--- config.mk ---
export PLATFORM = sky130hd
export DESIGN_NAME = cell_rx_admit
export DESIGN_NICKNAME = d
export VERILOG_FILES = /design/src/rtl/cra_pkg.sv /design/src/rtl/cra_flag_table.sv /design/src/rtl/cra_decide.sv /design/src/rtl/cra_event_reg.sv /design/src/rtl/cell_rx_admit.sv
export SDC_FILE = /design/constraint.sdc
export NUM_CORES = 1
export LEC_CHECK = 0
export BUFFER_PORTS_ARGS = -buffer_cell sky130_fd_sc_hd__buf_2
export CAP_MARGIN = 10
export CORE_AREA = 2 2 60 62
export DETAILED_ROUTE_END_ITERATION = 6
export DIE_AREA = 0 0 62 64
export PLACE_DENSITY_LB_ADDON = 0.25
export SYNTH_ARGS = -nofsm -noshare
export SYNTH_HDL_FRONTEND = slang
export SYNTH_HIERARCHICAL = 1
export SYNTH_SLANG_ARGS = --single-unit
--- constraint.sdc ---
create_clock -name clk -period 1.8 [get_ports clk]
set_input_delay 0.18 -clock clk [delete_from_list [all_inputs] [get_ports clk]]
set_output_delay 0.18 -clock clk [all_outputs]
set_load 0.01 [all_outputs]
--- src/rtl/cra_pkg.sv ---
package cra_pkg;
   // payload-type field layout
   localparam int PT_W    = 3;
   localparam int EOF_BIT = 0;
   localparam int CNG_BIT = 1;

   typedef struct packed {
      logic store;
      logic discard;
      logic busy;
      logic cong;
      logic frame;
   } cra_verdict_t;

   localparam cra_verdict_t CRA_IDLE = '{store: 1'b0, discard: 1'b0, busy: 1'b0,
                                         cong: 1'b0, frame: 1'b0};
endpackage

--- src/rtl/cra_flag_table.sv ---
module cra_flag_table #(
   parameter int NUM_CH = 16,
   localparam int CH_W = $clog2(NUM_CH)
) (
   input  logic            clk,
   input  logic            rst_n,
   input  logic [CH_W-1:0] rd_chan,
   output logic            rd_flag,
   input  logic            wr_en,
   input  logic [CH_W-1:0] wr_chan,
   input  logic            wr_flag
);
   logic [NUM_CH-1:0] flag_q;

   // one flop per channel, each with its own write decode
   for (genvar g = 0; g < NUM_CH; g++) begin : g_ch
      always_ff @(posedge clk) begin
         if (!rst_n)
            flag_q[g] <= 1'b0;
         else if (wr_en && (wr_chan == CH_W'(g)))
            flag_q[g] <= wr_flag;
      end
   end

   assign rd_flag = flag_q[rd_chan];
endmodule

--- src/rtl/cra_decide.sv ---
module cra_decide
   import cra_pkg::*;
(
   input  logic         vld,
   input  logic         frame_mode,
   input  logic         eof,
   input  logic         cng_mark,
   input  logic         cong_en,
   input  logic         buf_avail,
   input  logic         flag,
   output cra_verdict_t verdict,
   output logic         flag_we,
   output logic         flag_nxt
);
   always_comb begin
      verdict  = CRA_IDLE;
      flag_we  = 1'b0;
      flag_nxt = 1'b0;
      if (vld) begin
         flag_we      = 1'b1;
         verdict.cong = cng_mark & cong_en;
         if (!frame_mode) begin
            // stand-alone cell: retry every time, state cleared
            verdict.store   = buf_avail;
            verdict.discard = !buf_avail;
            verdict.busy    = !buf_avail;
            flag_nxt        = 1'b0;
         end else if (!flag) begin
            verdict.store   = buf_avail;
            verdict.discard = !buf_avail;
            verdict.busy    = !buf_avail;
            verdict.frame   = buf_avail & eof;
            flag_nxt        = !buf_avail & !eof;
         end else begin
            // rest of a spoiled frame: silent drop until its last cell
            verdict.discard = 1'b1;
            flag_nxt        = !eof;
         end
      end
   end
endmodule

--- src/rtl/cra_event_reg.sv ---
module cra_event_reg
   import cra_pkg::*;
#(
   parameter int CH_W = 4
) (
   input  logic            clk,
   input  logic            rst_n,
   input  cra_verdict_t    verdict_d,
   input  logic [CH_W-1:0] chan_d,
   output cra_verdict_t    verdict_q,
   output logic [CH_W-1:0] chan_q
);
   always_ff @(posedge clk) begin
      if (!rst_n) begin
         verdict_q <= CRA_IDLE;
         chan_q    <= '0;
      end else begin
         verdict_q <= verdict_d;
         chan_q    <= chan_d;
      end
   end
endmodule

--- src/rtl/cell_rx_admit.sv ---
module cell_rx_admit
   import cra_pkg::*;
#(
   parameter int NUM_CH = 16,
   localparam int CH_W = $clog2(NUM_CH)
) (
   input  logic            clk,
   input  logic            rst_n,
   input  logic            cell_vld,
   input  logic [CH_W-1:0] cell_chan,
   input  logic [2:0]      cell_pt,
   input  logic            cell_frame_mode,
   input  logic            cell_cong_en,
   input  logic            buf_avail,
   output logic            store_vld,
   output logic            discard_vld,
   output logic            busy_evt,
   output logic            cong_evt,
   output logic            frame_evt,
   output logic [CH_W-1:0] out_chan
);
   if (NUM_CH < 2 || (NUM_CH & (NUM_CH - 1)) != 0) begin : g_bad_nch
      $error("cell_rx_admit: NUM_CH must be a power of two and at least 2");
   end
   if (PT_W != 3) begin : g_bad_pt
      $error("cell_rx_admit: payload-type width must be 3");
   end

   logic         cur_flag;
   logic         flag_we;
   logic         flag_nxt;
   cra_verdict_t verdict_d;
   cra_verdict_t verdict_q;
   logic         unused_pt_hi;

   assign unused_pt_hi = cell_pt[2];

   cra_flag_table #(.NUM_CH(NUM_CH)) flags_i (
      .clk     (clk),
      .rst_n   (rst_n),
      .rd_chan (cell_chan),
      .rd_flag (cur_flag),
      .wr_en   (flag_we),
      .wr_chan (cell_chan),
      .wr_flag (flag_nxt)
   );

   cra_decide decide_i (
      .vld        (cell_vld),
      .frame_mode (cell_frame_mode),
      .eof        (cell_pt[EOF_BIT]),
      .cng_mark   (cell_pt[CNG_BIT]),
      .cong_en    (cell_cong_en),
      .buf_avail  (buf_avail),
      .flag       (cur_flag),
      .verdict    (verdict_d),
      .flag_we    (flag_we),
      .flag_nxt   (flag_nxt)
   );

   cra_event_reg #(.CH_W(CH_W)) out_i (
      .clk       (clk),
      .rst_n     (rst_n),
      .verdict_d (verdict_d),
      .chan_d    (cell_chan),
      .verdict_q (verdict_q),
      .chan_q    (out_chan)
   );

   assign store_vld   = verdict_q.store;
   assign discard_vld = verdict_q.discard;
   assign busy_evt    = verdict_q.busy;
   assign cong_evt    = verdict_q.cong;
   assign frame_evt   = verdict_q.frame;
endmodule

==> results <==
- The library cell occupying the most area in the post-synthesis netlist is sky130_fd_sc_hd__dfxtp_1.
- The biggest fanout along the worst timing path is 8.
- The total count of hold-check failures in the final report is 0.
- Cell internal power was estimated by the tool at approximately 690 uW.
- The signal arrival time at the worst endpoint is 1.89 ns.
- The cell area after synthesis is around 1100 um^2.
- The net total in the final layout is about 160.
- The overall track demand over capacity in global routing is between 10% and 20%.
- The clock slew at the register clock pins of the worst setup and hold paths is about 0.13 ns.
- The synthesized design contains 25 register bits.
- In the final layout, the share of cells above drive strength 1 is about 27%.
- After routing the design area is around 1400 um^2.
- The final routed wire length divided by cell count is roughly 14 um.
- The via density per instance is approximately 5.3.
- Hold is met by 0.175 ns.
- Net switching is about 25% of the power.
- The total net switching power is 229 uW.
- The clock tree root buffer cell is sky130_fd_sc_hd__clkbuf_4.
- Buffers placed on the I/O ports in this run total 20.
- OpenSTA, run right after detailed placement, puts the worst setup slack at -0.351 ns.
- Setup repair after global routing could not meet its margin everywhere.
- The die width is between 60 and 70 um.
- The critical path is of the flop to flop type.
- Headroom to the max-slew limit came out at a little over three fifths.
- The final critical delay including setup and external delays is 1.70 ns.
- The average instance in the mapped netlist occupies a little over 9 um^2.
- The clock tree from TritonCTS is done.
- At the pin with the least slew margin, the transition time is approximately 0.56 ns.
- The region available for standard cell placement spans about 3300 um^2.
- The class of the most critical hold timing path is primary input to flop.
- The number of antenna diodes in the final layout is 0.
- The worst register-to-register path begins at flags_i/flag_q[9].
- The final critical path takes up ~95% of the cycle.
- STA classifies the critical path endpoint as a flop.
- The clock arrives with 0.00232 ns of skew.
- The worst path setup slack after routing is about 0.096 ns.
- The initial cell density of the core is a little over a third.
- The share of the yosys chip area belonging to registers is 44.0%.
- In this run the remaining antenna-violating nets after routing total 0.
- The wire length on met3 is 201 um.
- The H-tree level count is 1.
- The area growth from synthesis to layout is 18.8%.
- The placement-stage cell area is between 1000 and 1500 um^2.
- After floorplanning, the core was divided into 21 placement rows.
- Max-cap violations in this run came to 0.
- The startpoint of the most critical hold path is rst_n.
- The total met2 wirelength after detailed routing is 1220 um.
- The number of instances in the synthesized netlist is roughly 120.
- The via count of the first global-routing pass came to ~910.
- The clock drives 25 sinks.
- Routability-driven placement finished with a final weighted congestion of a little under 0.8.
- The final setup TNS is 0 ns.
- TritonCTS created 3 clock buffers.
- The number of I/O pins is 22.
- The number of antenna violations at the first check in global routing is 0.
- The power share of the sequential group is between 60% and 70%.
- The number of violations reported at the end of detailed-routing iteration 0 is 64.
- The die covers 3970 um^2.
- The synthesized netlist contains 24 unique library cells.
- STA puts the critical path data required time at around 2.0 ns.
- The power density of the placed cells is 682 nW/um^2.
- Summed over all layers, the routed wires come to ~2600 um.
- The insertion delay of the later-clocked pin in the worst-skew pair is 0.30 ns.
- The overall die height is between 60 and 70 um.
- The setup slack on the worst flop-to-flop path is between 0.09 and 0.1 ns.
- During synthesis, Yosys emitted a total of 6 warnings.
- Combinational logic is responsible for 12.2% of the overall power.
- The HPWL after detailed placement is between 1500 and 2000 um.
- The maximum vdd drop is 0.238 mV.
- Total power for the finished layout comes to ~920 uW.
- The number of slew-limit violations in the final report is 0.
- The clock network accounts for approximately a quarter of the total power.
- The kind of launch point of the worst setup path is a flop.
- Counting along the longest clock path gives a buffer depth of 2.
- The static power due to leakage is 0.536 nW.
- After synthesis, the largest area contributor takes up approximately 44% of total cell area.
- The routed layout has between 1,000 and 1,500 vias.
- The length of routed wiring on met1 is between 1000 and 1500 um.
- The post-route DRC violation count is 0.
- Setup violations remaining at the end of the flow were counted as 0.
- Ranked by total cell area, the synthesized netlist is headed by sky130_fd_sc_hd__dfxtp_1, sky130_fd_sc_hd__mux4_1, sky130_fd_sc_hd__a21oi_1.
- Global routing finished with a remaining overflow of 0.
- The first global-routing pass estimated roughly 4300 um of wire.
- The topmost layer with routed signal wires is met4.
- The fmax is between 0.5 and 0.6 GHz.
- The pin count of the biggest net entering global routing is 17.
- When the netlist entered floorplanning its net count stood at ~140.
- The flow ran to the end, and the final reports show no timing, DRC or antenna violations.
- The source of the critical timing path is flags_i/flag_q[9].
- The first-pass iteration count of the detailed router is 4.
cell usage after synthesis, drive strengths merged:
cell    instances
nand2b          2
mux2i           3
a21oi          17
and2            9
and3b           3
nand3          13
buf             4
nor2b           3
nand3b          2
a21boi          1
o21ai          16
clkbuf          2
or3b            1
nand4           4
nor2            1
inv             1
nor3            2
dfxtp          25
or2             1
nand2           5
nor3b           1
and3            2
mux4            4
state kept, by name, summed over array words and instances (netlist names):
register,count
flags_i/flag_q,16
out_i/verdict_q,5
out_i/chan_q,4
cells in the final DEF, fill, tap and decap left out, types with 2 or more instances in the layout:
master / count
sky130_fd_sc_hd__and2_1: 9
sky130_fd_sc_hd__nor2b_1: 2
sky130_fd_sc_hd__clkbuf_4: 3
sky130_fd_sc_hd__and3_1: 2
sky130_fd_sc_hd__mux4_2: 3
sky130_fd_sc_hd__nand3b_1: 2
sky130_fd_sc_hd__o21ai_0: 16
sky130_fd_sc_hd__mux2i_1: 3
sky130_fd_sc_hd__nand2_1: 5
sky130_fd_sc_hd__dfxtp_1: 23
sky130_fd_sc_hd__buf_2: 20
sky130_fd_sc_hd__and3b_1: 3
sky130_fd_sc_hd__nand2b_1: 2
sky130_fd_sc_hd__a21oi_1: 17
sky130_fd_sc_hd__nand4_1: 4
sky130_fd_sc_hd__nand3_1: 13
sky130_fd_sc_hd__buf_4: 8
sky130_fd_sc_hd__dfxtp_2: 2
routing by layer:
| metal | vias up | track usage (%) |
|---|---|---|
| met5 | - | 0 |
| li1 | 496 | - |
| met4 | 0 | 3.99 |
| met3 | 2 | 2.43 |
| met1 | 485 | 21.0 |
| met2 | 42 | 20.7 |
final timing paths:
kind,end,depth (start not counted)
worst max-delay path,flags_i/flag_q[12],8
worst min-delay path,out_i/chan_q[3],2
worst max register to register,flags_i/flag_q[12],8
worst min register to register,flags_i/flag_q[1],2
logic make-up after synthesis:
kind of cell	synth area share, %
compound gates	15.2
simple gates	26.0
mux	11.9
flops	44.0
buf+inv	2.97
through the flow:
| step | utilization, % | std cells |
|---|---|---|
| 2_1_floorplan | - | 122 |
| 3_3_place_gp | 39.9 | 188 |
| 3_5_place_dp | 39.9 | 188 |
| 4_1_cts | 41.4 | 194 |
| 5_1_grt | 41.2 | 194 |
| 6_report | 41.2 | 194 |
power by group through the flow:
stage	Sequential, mW	Clock [mW]	Combinational [mW]
2_1_floorplan	0.582	0	0.0513
3_3_place_gp	0.577	0	0.107
3_5_place_dp	0.577	0	0.107
4_1_cts	0.564	0.257	0.111
5_1_grt	0.566	0.279	0.125
6_report	0.564	0.246	0.113
final cells by class:
cell class                      count  area, um^2
Clock buffer                        4        26.3
Fill cell                         343        1930
Inverter                            1        3.75
Multi-Input combinational cell     90         602
Sequential cell                    25         503
Tap cell                           46        57.6
Timing Repair Buffer               28         160
what timing repair did:
action / CTS / global route
endpoints found under the setup margin: 16 / 16
resized for setup: 1 / 6
gates cloned: 0 / 0
hold buffers: 0 / 0
pin swaps: 1 / 0
buffers inserted: 2 / 0
critical path: stages, from the launching register on:
cell	delay, ns
sky130_fd_sc_hd__dfxtp_1	0.33
sky130_fd_sc_hd__mux4_1	0.49
sky130_fd_sc_hd__mux2i_1	0.14
sky130_fd_sc_hd__mux2i_1	0.11
sky130_fd_sc_hd__nor2b_2	0.16
sky130_fd_sc_hd__nor3_4	0.06
sky130_fd_sc_hd__buf_4	0.16
sky130_fd_sc_hd__nand4_1	0.07
sky130_fd_sc_hd__a21oi_1	0.07
Note: power is estimated with default switching activity, not from simulation.
